File: src/rtl/sadc_pkg.sv
package sadc_pkg;
  localparam int RES_W = 16;
  localparam int IDX_W = $clog2(RES_W);

  typedef struct packed {
    logic             frameStart;
    logic             nullSmp;
    logic             dataSmp;
    logic             replaySmp;
    logic [IDX_W-1:0] replayIdx;
    logic             done;
    logic             dummy;
  } ctlStrobe_t;
endpackage

File: src/rtl/sadc_ctl.sv
module sadc_ctl
  import sadc_pkg::*;
#(
  parameter int HALF_W   = 11,
  parameter int MIN_HALF = 10,
  parameter int MAX_HALF = 1041,
  parameter int PRE_CLKS = 5,
  parameter int CNT_W    = $clog2(RES_W + 1)
) (
  input  logic              clk,
  input  logic              rstN,
  input  logic              startReq,
  input  logic [CNT_W-1:0]  bitCount,
  input  logic              checkReplay,
  input  logic [HALF_W-1:0] halfPeriod,
  output logic              csN,
  output logic              sclk,
  output logic              busy,
  output logic [CNT_W-1:0]  nBits,
  output ctlStrobe_t        strobe
);
  localparam int RISE_W = $clog2(PRE_CLKS + 2 * RES_W + 1);
  localparam int DIV_W  = HALF_W + 1;
  localparam logic [RISE_W-1:0] NULL_RISE   = RISE_W'(PRE_CLKS + 1);
  localparam logic [RISE_W-1:0] REPLAY_BASE = RISE_W'(PRE_CLKS + 1 + RES_W);
  localparam logic [RISE_W-1:0] MAX_RISE    = RISE_W'(PRE_CLKS + 2 * RES_W);
  localparam logic [CNT_W-1:0]  MIN_BITS    = CNT_W'(3);
  localparam logic [CNT_W-1:0]  MAX_BITS    = CNT_W'(RES_W);

  typedef enum logic [1:0] {ST_IDLE, ST_LOW, ST_HIGH, ST_GAP} ctlState_t;

  ctlState_t          state;
  logic [DIV_W-1:0]   divCnt;
  logic [RISE_W-1:0]  riseCnt;
  logic [HALF_W-1:0]  halfLat;
  logic [CNT_W-1:0]   nLat;
  logic               replayLat;
  logic               dummyLat;
  logic               dummyPend;
  logic               pendReq;

  logic [HALF_W-1:0]  halfEff;
  logic [CNT_W-1:0]   nEff;
  logic               launch;
  logic               lowEnd;
  logic               highEnd;
  logic               gapEnd;
  logic [RISE_W-1:0]  nextRise;
  logic [RISE_W-1:0]  lastRise;

  always_comb begin
    halfEff = halfPeriod;
    if (halfPeriod < HALF_W'(MIN_HALF)) halfEff = HALF_W'(MIN_HALF);
    else if (halfPeriod > HALF_W'(MAX_HALF)) halfEff = HALF_W'(MAX_HALF);
    nEff = bitCount;
    if (bitCount < MIN_BITS) nEff = MIN_BITS;
    else if (bitCount > MAX_BITS) nEff = MAX_BITS;
  end

  assign launch   = (state == ST_IDLE) && (dummyPend || pendReq || startReq);
  assign lowEnd   = (state == ST_LOW)  && ((divCnt + 1'b1) == {1'b0, halfLat});
  assign highEnd  = (state == ST_HIGH) && ((divCnt + 1'b1) == {1'b0, halfLat});
  assign gapEnd   = (state == ST_GAP)  && ((divCnt + 1'b1) == {halfLat, 1'b0});
  assign nextRise = riseCnt + 1'b1;
  assign lastRise = replayLat ? MAX_RISE : (NULL_RISE + RISE_W'(nLat));

  always_comb begin
    strobe            = '0;
    strobe.frameStart = launch;
    strobe.nullSmp    = lowEnd && (nextRise == NULL_RISE);
    strobe.dataSmp    = lowEnd && (nextRise > NULL_RISE) &&
                        (nextRise <= NULL_RISE + RISE_W'(nLat));
    strobe.replaySmp  = lowEnd && replayLat && (nextRise > REPLAY_BASE);
    strobe.replayIdx  = IDX_W'(nextRise - REPLAY_BASE);
    strobe.done       = highEnd && (riseCnt == lastRise);
    strobe.dummy      = dummyLat;
  end

  assign busy  = (state != ST_IDLE);
  assign nBits = nLat;

  always_ff @(posedge clk or negedge rstN) begin
    if (!rstN) begin
      state     <= ST_IDLE;
      csN       <= 1'b1;
      sclk      <= 1'b0;
      divCnt    <= '0;
      riseCnt   <= '0;
      halfLat   <= HALF_W'(MIN_HALF);
      nLat      <= MAX_BITS;
      replayLat <= 1'b0;
      dummyLat  <= 1'b0;
      dummyPend <= 1'b1;
      pendReq   <= 1'b0;
    end else begin
      // request bookkeeping: the power-on frame never swallows a user request
      if (launch && dummyPend) begin
        dummyPend <= 1'b0;
        pendReq   <= pendReq | startReq;
      end else if (launch) begin
        pendReq <= 1'b0;
      end else if (startReq) begin
        pendReq <= 1'b1;
      end

      unique case (state)
        ST_IDLE: begin
          if (launch) begin
            state     <= ST_LOW;
            csN       <= 1'b0;
            sclk      <= 1'b0;
            divCnt    <= '0;
            riseCnt   <= '0;
            halfLat   <= halfEff;
            nLat      <= dummyPend ? MAX_BITS : nEff;
            replayLat <= !dummyPend && checkReplay && (nEff == MAX_BITS);
            dummyLat  <= dummyPend;
          end
        end
        ST_LOW: begin
          if (lowEnd) begin
            state   <= ST_HIGH;
            sclk    <= 1'b1;
            divCnt  <= '0;
            riseCnt <= nextRise;
          end else begin
            divCnt <= divCnt + 1'b1;
          end
        end
        ST_HIGH: begin
          if (highEnd) begin
            sclk   <= 1'b0;
            divCnt <= '0;
            if (riseCnt == lastRise) begin
              state <= ST_GAP;
              csN   <= 1'b1;
            end else begin
              state <= ST_LOW;
            end
          end else begin
            divCnt <= divCnt + 1'b1;
          end
        end
        ST_GAP: begin
          if (gapEnd) begin
            state  <= ST_IDLE;
            divCnt <= '0;
          end else begin
            divCnt <= divCnt + 1'b1;
          end
        end
        default: state <= ST_IDLE;
      endcase
    end
  end
endmodule

File: src/rtl/sadc_dp.sv
module sadc_dp
  import sadc_pkg::*;
#(
  parameter int CNT_W = $clog2(RES_W + 1)
) (
  input  logic             clk,
  input  logic             rstN,
  input  logic             sdi,
  input  ctlStrobe_t       strobe,
  input  logic [CNT_W-1:0] nBits,
  output logic [RES_W-1:0] result,
  output logic             resultValid,
  output logic             frameError,
  output logic             replayError
);
  logic [RES_W-1:0] shiftReg;
  logic             nullBad;
  logic             replayBad;
  logic [RES_W-1:0] aligned;

  assign aligned = shiftReg << (CNT_W'(RES_W) - nBits);

  always_ff @(posedge clk or negedge rstN) begin
    if (!rstN) begin
      shiftReg    <= '0;
      nullBad     <= 1'b0;
      replayBad   <= 1'b0;
      result      <= '0;
      resultValid <= 1'b0;
      frameError  <= 1'b0;
      replayError <= 1'b0;
    end else begin
      resultValid <= 1'b0;
      if (strobe.frameStart) begin
        shiftReg  <= '0;
        nullBad   <= 1'b0;
        replayBad <= 1'b0;
      end
      if (strobe.nullSmp) nullBad <= sdi;
      if (strobe.dataSmp) shiftReg <= {shiftReg[RES_W-2:0], sdi};
      if (strobe.replaySmp && (sdi != shiftReg[strobe.replayIdx])) replayBad <= 1'b1;
      if (strobe.done && !strobe.dummy) begin
        result      <= aligned;
        resultValid <= 1'b1;
        frameError  <= nullBad;
        replayError <= replayBad;
      end
    end
  end
endmodule

File: src/rtl/sadc_reader.sv
module sadc_reader
  import sadc_pkg::*;
#(
  parameter int HALF_W   = 11,
  parameter int MIN_HALF = 10,
  parameter int MAX_HALF = 1041,
  parameter int PRE_CLKS = 5
) (
  input  logic              clk,
  input  logic              rstN,
  input  logic              startReq,
  input  logic [4:0]        bitCount,
  input  logic              checkReplay,
  input  logic [HALF_W-1:0] halfPeriod,
  input  logic              sdi,
  output logic              csN,
  output logic              sclk,
  output logic              busy,
  output logic [RES_W-1:0]  result,
  output logic              resultValid,
  output logic              frameError,
  output logic              replayError
);
  localparam int CNT_W = 5;

  ctlStrobe_t       strobe;
  logic [CNT_W-1:0] nBits;

  sadc_ctl #(
    .HALF_W(HALF_W), .MIN_HALF(MIN_HALF), .MAX_HALF(MAX_HALF),
    .PRE_CLKS(PRE_CLKS), .CNT_W(CNT_W)
  ) uCtl (
    .clk(clk), .rstN(rstN), .startReq(startReq), .bitCount(bitCount),
    .checkReplay(checkReplay), .halfPeriod(halfPeriod),
    .csN(csN), .sclk(sclk), .busy(busy), .nBits(nBits), .strobe(strobe)
  );

  sadc_dp #(.CNT_W(CNT_W)) uDp (
    .clk(clk), .rstN(rstN), .sdi(sdi), .strobe(strobe), .nBits(nBits),
    .result(result), .resultValid(resultValid),
    .frameError(frameError), .replayError(replayError)
  );
endmodule

File: config.mk
export PLATFORM = sky130hd
export DESIGN_NAME = sadc_reader
export DESIGN_NICKNAME = d
export VERILOG_FILES = /design/src/rtl/sadc_pkg.sv /design/src/rtl/sadc_ctl.sv /design/src/rtl/sadc_dp.sv /design/src/rtl/sadc_reader.sv
export SDC_FILE = /design/constraint.sdc
export NUM_CORES = 1
export LEC_CHECK = 0
export ABC_CLOCK_PERIOD_IN_PS = 6450
export BUFFER_PORTS_ARGS = -buffer_cell sky130_fd_sc_hd__buf_4
export CAP_MARGIN = 20
export CORE_ASPECT_RATIO = 0.9
export CORE_MARGIN = 4
export CORE_UTILIZATION = 60
export CTS_BUF_LIST = sky130_fd_sc_hd__clkbuf_4 sky130_fd_sc_hd__clkbuf_8
export CTS_CLUSTER_DIAMETER = 150
export DETAILED_ROUTE_END_ITERATION = 8
export PLACE_DENSITY = 0.78
export SLEW_MARGIN = 0
export SYNTH_ARGS = -nofsm -noshare
export SYNTH_HDL_FRONTEND = slang
export SYNTH_SLANG_ARGS = --single-unit
File: constraint.sdc
create_clock -name clk -period 6.45 [get_ports clk]
set_clock_uncertainty 0.05 [all_clocks]
set_input_delay 1.6125 -clock clk [delete_from_list [all_inputs] [get_ports clk]]
set_output_delay 1.6125 -clock clk [all_outputs]
set_load 0.03 [all_outputs]
==> results of run 1 <==
-- metal layers --
layer	wire length [um]	part of all wire, %	GRT usage (%)
met1	5570	44	34.8
met2	6160	48	40.2
met3	756	5.9	5.35
met4	223	1.8	6.02
met5	0	0	0
-- layout by cell type, fill, tap and decap left out, drive strengths merged, types with 4 or more instances in the layout --
cell type and instances:
a31oi 13, o21a 5, or2 4, mux2i 34, dfrtp 74, clkinv 4
clkbuf 11, ha 11, xor2 14, nand2b 8, a211oi 8, nor2b 11
nand4 6, o22ai 9, a22o 8, o21ai 29, nor3 9, nand2 55
nand3 20, mux4 7, dfstp 5, mux2 19, nor2 41, buf 46
xnor2 20, inv 37, a21oi 32, and2 4, o32ai 4
-- logic make-up after synthesis --
| logic type | count (synthesis) | synth area share (%) |
|---|---|---|
| multiplexers | 60 | 13.6 |
| flip-flops | 79 | 36.5 |
| buffers and inverters | 75 | 6.40 |
| AND/OR/NAND/NOR | 179 | 17.0 |
| adder cells (fa/ha/maj) | 11 | 2.53 |
| AO/OA/AOI/OAI | 135 | 16.6 |
| XOR/XNOR | 38 | 7.29 |
-- worst min path at each step --
stage | startpoint | endpoint | slack [ps] | depth (start not counted)
global route | uDp.replayBad | uDp.replayError | 470 | 1
global placement | uDp.replayBad | uDp.replayBad | 410 | 2
floorplan | uCtl.dummyLat | uCtl.dummyLat | 390 | 2
finish | uDp.nullBad | uDp.frameError | 440 | 1
CTS | uDp.replayBad | uDp.replayError | 450 | 1
detailed placement | uDp.replayBad | uDp.replayBad | 420 | 2
-- metrics by stage --
step                cells  total power, W  hold WS, ps  worst slack, ps  utilization, %
floorplan             577        0.000553          389             3440               -
global placement      703        0.000582          412             2740            65.7
detailed placement    703        0.000585          423             2510            65.7
CTS                   719        0.000968          448             2470            68.1
global route          721         0.00101          467             2090            68.5
finish                721        0.000963          443             2440            68.5
-- worst max-delay path, delay by kind of cell, from the launching register on --
kind	cells	cell delay, ps
DFF	1	520
adders and majority gates	1	490
AOI/OAI and AO/OA	1	900
xor gates and xnor gates	1	210
muxes	1	280
and+or+nand+nor	5	1460
-- sequential cells by signal (all words and copies together) (netlist names), 2 cells and up --
name,flops
uCtl.halfLat,11
uCtl.state,2
uCtl.divCnt,12
uDp.shiftReg,16
uCtl.riseCnt,6
uDp.result,16
uCtl.nBits,5
-- area by class of cell --
| type | instances | area, um2 | area share [%] |
|---|---|---|---|
| Multi-Input combinational cell | 423 | 3110 | 52.2 |
| Sequential cell | 79 | 1980 | 33.3 |
| Clock inverter | 5 | 56.3 | 0.946 |
| Tap cell | 119 | 149 | 2.50 |
| Timing Repair Buffer | 46 | 365 | 6.14 |
| Clock buffer | 11 | 151 | 2.54 |
| Inverter | 38 | 143 | 2.40 |
-- power by group through the flow --
stage          clock [W]  combinational [W]  sequential, W
5_1_grt         0.000420          0.0000875       0.000500
3_5_place_dp           0          0.0000752       0.000510
4_1_cts         0.000392          0.0000757       0.000500
2_1_floorplan          0          0.0000442       0.000509
3_3_place_gp           0          0.0000728       0.000509
6_report        0.000384          0.0000791       0.000500
==> flow_metrics.py, run 1 <==
metrics = {
    "run_status": {
        "result_of_the_run": "completed",
    },
    "clock_tree": {
        "clock_path_buffers": 2,
        "clock-root-buffer": "sky130_fd_sc_hd__clkbuf_8",
        "clkLatencyLatePin_ps": 350,
        "tritoncts.num_buffers": 9,
        "postCtsHoldBufs": 0,
        "cts-htree-levels": 3,
        "cts_repair_resize_count": 0,
        "clkSinkCount": 79,
        "tritoncts": "yes",
        "path_clk_slew_ps": 80,
        "cts_setup_buffers": 0,
    },
    "grt": {
        "pin_count_of_the_biggest_net_entering_global_routing": 80,
        "gr-total-overflow": 0,
        "number_of_global_route_vias_before_repair": 4318,
        "grt_first_pass_wirelength_um": 21300,
        "antenna_violations_before_repair": 0,
        "globalRouteTotalUtil_pct": 25.0,
    },
    "logic_synthesis": {
        "synth_flop_cell": "sky130_fd_sc_hd__dfrtp_1",
        "syn-cell-area_um2": 5440,
        "synthesis.area_per_instance_um2": 9.42,
        "syn-instance-count": 577,
        "synth_cell_types": 77,
        "synth-seq-cells": 79,
        "synth_seq_area_share_pct": 36.5,
        "synth.net_count": 609,
        "synth-edff-count": 0,
        "ys.warnings.count": 0,
        "netlist_top_cells_area": "sky130_fd_sc_hd__dfrtp_1, sky130_fd_sc_hd__mux2i_1, sky130_fd_sc_hd__nand2_1, sky130_fd_sc_hd__xnor2_1, sky130_fd_sc_hd__a21oi_1",
        "asyncSetResetFlopFracSynth_pct": 100,
        "most_used_standard_cell_by_instance_count_after_synthesis": "sky130_fd_sc_hd__dfrtp_1",
        "synth_commonest_cells": "sky130_fd_sc_hd__dfrtp_1, sky130_fd_sc_hd__nand2_1, sky130_fd_sc_hd__nor2_1",
        "synth_largest_area_cell": "sky130_fd_sc_hd__dfrtp_1",
        "post_synth_top_area_share_pct": 34.1,
    },
    "worst_setup_path": {
        "rr_startpoint": "uCtl.divCnt[0]",
        "setup.worst_path.start_class": "register",
        "reg2reg_to": "uDp.shiftReg[2]",
        "slowest_stage": "sky130_fd_sc_hd__a211oi_4",
        "critPathKind": "reg -> reg",
        "cp_max_fo": 17,
        "worstRegToRegCells": 9,
        "cpPeakStageDelay_ps": 900,
        "setup_slack_of_the_worst_register_to_register_path_ps": 2440,
        "critical_path.endpoint_type": "register",
        "cp_cell_sequence": "ha_1 > nand3_2 > nor3_1 > xnor3_1 > nand4_1 > or2_1 > nand2b_4 > a211oi_4 > mux2i_1",
        "crit_arrival_ps": 4220,
        "cp_startpoint": "uCtl.divCnt[0]",
        "cp-endpoint": "uDp.shiftReg[2]",
        "worst_ep_required_time_ps": 6660,
    },
    "route": {
        "wl_per_cell_um": 17.6,
        "drt_pass1_iterations": 5,
        "drc": 0,
        "route.detailed.vias_per_inst": 6.19,
        "number_of_drc_markers_in_iteration_0": 296,
        "detailroute.via_count": 4464,
        "wl_um": 12700,
        "post_route_ant_nets": 0,
    },
    "power_and_ir_drop": {
        "seq_power_share_pct": 51.9,
        "power_internal_w": 0.000728,
        "net_switching_power_w": 0.000235,
        "p_leak_nw": 2.68,
        "switching_share_pct": 24.4,
        "power.clock.fraction_pct": 39.9,
        "vdd_ir_drop_max_uv": 96.9,
        "combinational_group_share_of_total_power_pct": 8.2,
        "power-per-cell-area_nw_per_um2": 162,
    },
    "hold_path": {
        "worst_hold_path_type": "reg -> reg",
    },
    "timing": {
        "final_critical_path_required_period_ps": 4010,
        "setup_repair_after_global_routing_missed_its_margin": "no",
        "timing.final.crit_share_pct": 62.2,
        "setup_violations": 0,
        "timing.final.max_slew_violations": 0,
        "setup_tns_ps": 0,
        "fmax_mhz": 249,
        "final_hold_viol_count": 0,
        "worst_margin_pin_slew_ps": 1060,
        "slew_headroom_pct": 29.1,
    },
    "cells_and_area": {
        "drive_above_1_share_pct": 16.1,
        "fillers": 710,
        "synthesis_to_layout_area_growth_pct": 9.50,
        "antenna_cells": 0,
        "final_area_um2": 5950,
        "fin_nets": 629,
    },
    "floorplanning": {
        "initial_core_util_pct": 62.6,
        "top_ports": 43,
        "row_count": 32,
        "design.core.area_um2": 8690,
        "die_height_um": 98.3,
        "die_area_um2": 10700,
        "die_width_um": 108,
    },
    "placed_design": {
        "place.gp.congestion": 0.916,
        "dp_hpwl_um": 9150,
        "placedInstanceArea_um2": 5710,
        "place.port_buffers": 42,
    },
    "run": {
        "cap_viol_max_count": 0,
    },
}
Note: power is estimated with default switching activity, not from simulation.
==> run 2, diff against run 1 <==
--- a/config.mk
+++ b/config.mk
@@ -5,7 +5,7 @@
 export SDC_FILE = /design/constraint.sdc
 export NUM_CORES = 1
 export LEC_CHECK = 0
-export ABC_CLOCK_PERIOD_IN_PS = 6450
+export ABC_CLOCK_PERIOD_IN_PS = 3960
 export BUFFER_PORTS_ARGS = -buffer_cell sky130_fd_sc_hd__buf_4
 export CAP_MARGIN = 20
 export CORE_ASPECT_RATIO = 0.9
==> constraint.sdc (replaced) <==
create_clock -name clk -period 3.96 [get_ports clk]
set_clock_uncertainty 0.05 [all_clocks]
set_input_delay 0.99 -clock clk [delete_from_list [all_inputs] [get_ports clk]]
set_output_delay 0.99 -clock clk [all_outputs]
set_load 0.03 [all_outputs]
==> flow_metrics.py, run 2 (same netlist as run 1, synthesis figures left out) <==
metrics = {
    "route": {
        "wl_um": 12700,
        "post_route_ant_nets": 0,
        "detailroute.via_count": 4479,
        "route.detailed.vias_per_inst": 6.18,
        "number_of_drc_markers_in_iteration_0": 282,
        "drt_pass1_iterations": 8,
        "drc": 0,
        "wl_per_cell_um": 17.6,
    },
    "power_and_ir_drop": {
        "power_internal_w": 0.00116,
        "p_leak_nw": 2.70,
        "finalPower_w": 0.00157,
        "power.clock.fraction_pct": 40.0,
        "power-per-cell-area_nw_per_um2": 263,
        "vdd_ir_drop_max_uv": 181,
        "seq_power_share_pct": 51.8,
        "switching_share_pct": 26.2,
        "combinational_group_share_of_total_power_pct": 8.2,
        "net_switching_power_w": 0.000412,
    },
    "worst_setup_path": {
        "critPathKind": "reg -> reg",
        "cp.depth": 10,
        "critical_path_buf_inv_count": 1,
        "worstRegToRegCells": 10,
        "cp_max_fo": 17,
        "critical_path.endpoint_type": "register",
        "cp_cell_sequence": "ha_1 > nand3_2 > nor3_1 > xnor3_1 > nand4_1 > or2_1 > nand2b_4 > a211oi_4 > buf_4 > mux2i_1",
        "cpLargestDelayFamily": "simple AND/OR/NAND/NOR gates",
        "cpPeakStageDelay_ps": 520,
        "setup.worst_path.start_class": "register",
        "slowest_stage": "sky130_fd_sc_hd__dfrtp_1",
        "worst_ep_required_time_ps": 4180,
        "crit_arrival_ps": 3840,
    },
    "grt": {
        "number_of_global_route_vias_before_repair": 4430,
        "pin_count_of_the_biggest_net_entering_global_routing": 80,
        "globalRouteTotalUtil_pct": 24.9,
        "antenna_violations_before_repair": 0,
        "gr-total-overflow": 0,
        "grt_first_pass_wirelength_um": 21400,
    },
    "timing": {
        "final_hold_viol_count": 0,
        "timing.final.max_slew_violations": 0,
        "setup_violations": 0,
        "fmax_mhz": 277,
        "setup_tns_ps": 0,
        "slew_headroom_pct": 49.7,
        "setup_repair_after_global_routing_missed_its_margin": "no",
        "worst_margin_pin_slew_ps": 754,
        "final_critical_path_required_period_ps": 3610,
        "timing.final.crit_share_pct": 91.3,
    },
    "cells_and_area": {
        "fin_nets": 633,
        "fillers": 703,
        "multiInputGateArea_um2": 3110,
        "synthesis_to_layout_area_growth_pct": 9.94,
        "reg.largest.list": "uDp.result: 16 flops, uDp.shiftReg: 16 flops, uCtl.divCnt: 12 flops",
        "drive_above_1_share_pct": 16.7,
        "final_common_cell": "sky130_fd_sc_hd__dfrtp_1",
        "antenna_cells": 0,
        "final_cell_mix": "sky130_fd_sc_hd__dfrtp_1, sky130_fd_sc_hd__nand2_1, sky130_fd_sc_hd__buf_4, sky130_fd_sc_hd__nor2_1, sky130_fd_sc_hd__inv_1",
        "final_area_um2": 5980,
        "register_area_um2": 1980,
    },
    "clock_tree": {
        "clkSinkCount": 79,
        "cts_repair_resize_count": 0,
        "clock_path_buffers": 2,
        "tritoncts.num_buffers": 9,
        "clock-root-buffer": "sky130_fd_sc_hd__clkbuf_8",
        "postCtsHoldBufs": 0,
        "path_clk_slew_ps": 90,
        "tritoncts": "yes",
        "clkLatencyLatePin_ps": 360,
        "cts_setup_buffers": 0,
        "cts-htree-levels": 3,
    },
    "floorplanning": {
        "die_area_um2": 10700,
        "initial_core_util_pct": 62.6,
        "row_count": 32,
        "die_height_um": 98.3,
        "top_ports": 43,
        "die_width_um": 108,
        "design.core.area_um2": 8690,
    },
    "run": {
        "cap_viol_max_count": 0,
    },
    "placed_design": {
        "place.gp.congestion": 0.938,
        "place.port_buffers": 42,
        "placedInstanceArea_um2": 5740,
        "dp_hpwl_um": 9250,
    },
    "run_status": {
        "result_of_the_run": "completed",
    },
    "hold_path": {
        "worst_hold_path_type": "in -> async",
    },
}
==> run 2: cell count changes in the layout (fill, tap and decap cells not counted) <==
cell / before / now
sky130_fd_sc_hd__clkbuf_8: 11 / 9
sky130_fd_sc_hd__inv_6: 0 / 4
sky130_fd_sc_hd__clkinv_4: 1 / 0
sky130_fd_sc_hd__buf_4: 45 / 49
sky130_fd_sc_hd__clkinv_2: 2 / 1
==> run 2: per-layer routing <==
layer / GRT usage (%) / wire length [um] / vias to the layer above / part of all wire, %
met5: 0 / 0 / - / 0
met4: 8.45 / 251 / 0 / 2.0
met3: 4.36 / 733 / 30 / 5.8
met2: 40.3 / 6220 / 151 / 49
met1: 34.0 / 5540 / 2188 / 43
li1: - / - / 2110 / -
==> run 2: path summary, 6_finish.rpt <==
path	from	endpoint	slack, ps
worst max register to register	uCtl.divCnt[0]	uDp.shiftReg[3]	350
worst min register to register	uCtl.csN	uCtl.csN	440
max in group asynchronous	rstN	uCtl.halfLat[3]	2860
min in group clk	uCtl.csN	uCtl.csN	440
worst max-delay path	uCtl.divCnt[0]	uDp.shiftReg[3]	350
worst min-delay path	rstN	uCtl.riseCnt[5]	390
==> run 2: worst register-to-register path: stages (launching register included) <==
cell	delay [ps]
sky130_fd_sc_hd__dfrtp_1	520
sky130_fd_sc_hd__ha_1	490
sky130_fd_sc_hd__nand3_2	250
sky130_fd_sc_hd__nor3_1	480
sky130_fd_sc_hd__xnor3_1	220
sky130_fd_sc_hd__nand4_1	120
sky130_fd_sc_hd__or2_1	350
sky130_fd_sc_hd__nand2b_4	270
sky130_fd_sc_hd__a211oi_4	240
sky130_fd_sc_hd__buf_4	310
sky130_fd_sc_hd__mux2i_1	240
==> run 2: stage by stage <==
stage                     utilization [%]  instances  hold slack (ps)  setup slack (ps)
final                                68.8        725              388               345
after global placement               66.1        707              412               637
after CTS                            68.4        723              442               361
after detailed placement             66.1        707              421               383
after floorplan                         -        577              389               953
after global routing                 68.8        725              377              23.9
==> run 2: cell type report <==
cell class                      count  share of cell area (%)
Multi-Input combinational cell    423                    52.0
Sequential cell                    79                    33.2
Timing Repair Buffer               50                    6.61
Tap cell                          119                    2.49
Inverter                           38                    2.39
Clock buffer                        9                    2.07
Clock inverter                      7                    1.30
==> run 2: power groups by stage <==
stage | combinational [W] | sequential, W | clock (W)
2_1_floorplan | 0.0000720 | 0.000829 | 0
3_3_place_gp | 0.000119 | 0.000830 | 0
3_5_place_dp | 0.000123 | 0.000830 | 0
4_1_cts | 0.000123 | 0.000814 | 0.000638
5_1_grt | 0.000143 | 0.000815 | 0.000675
6_report | 0.000129 | 0.000814 | 0.000629
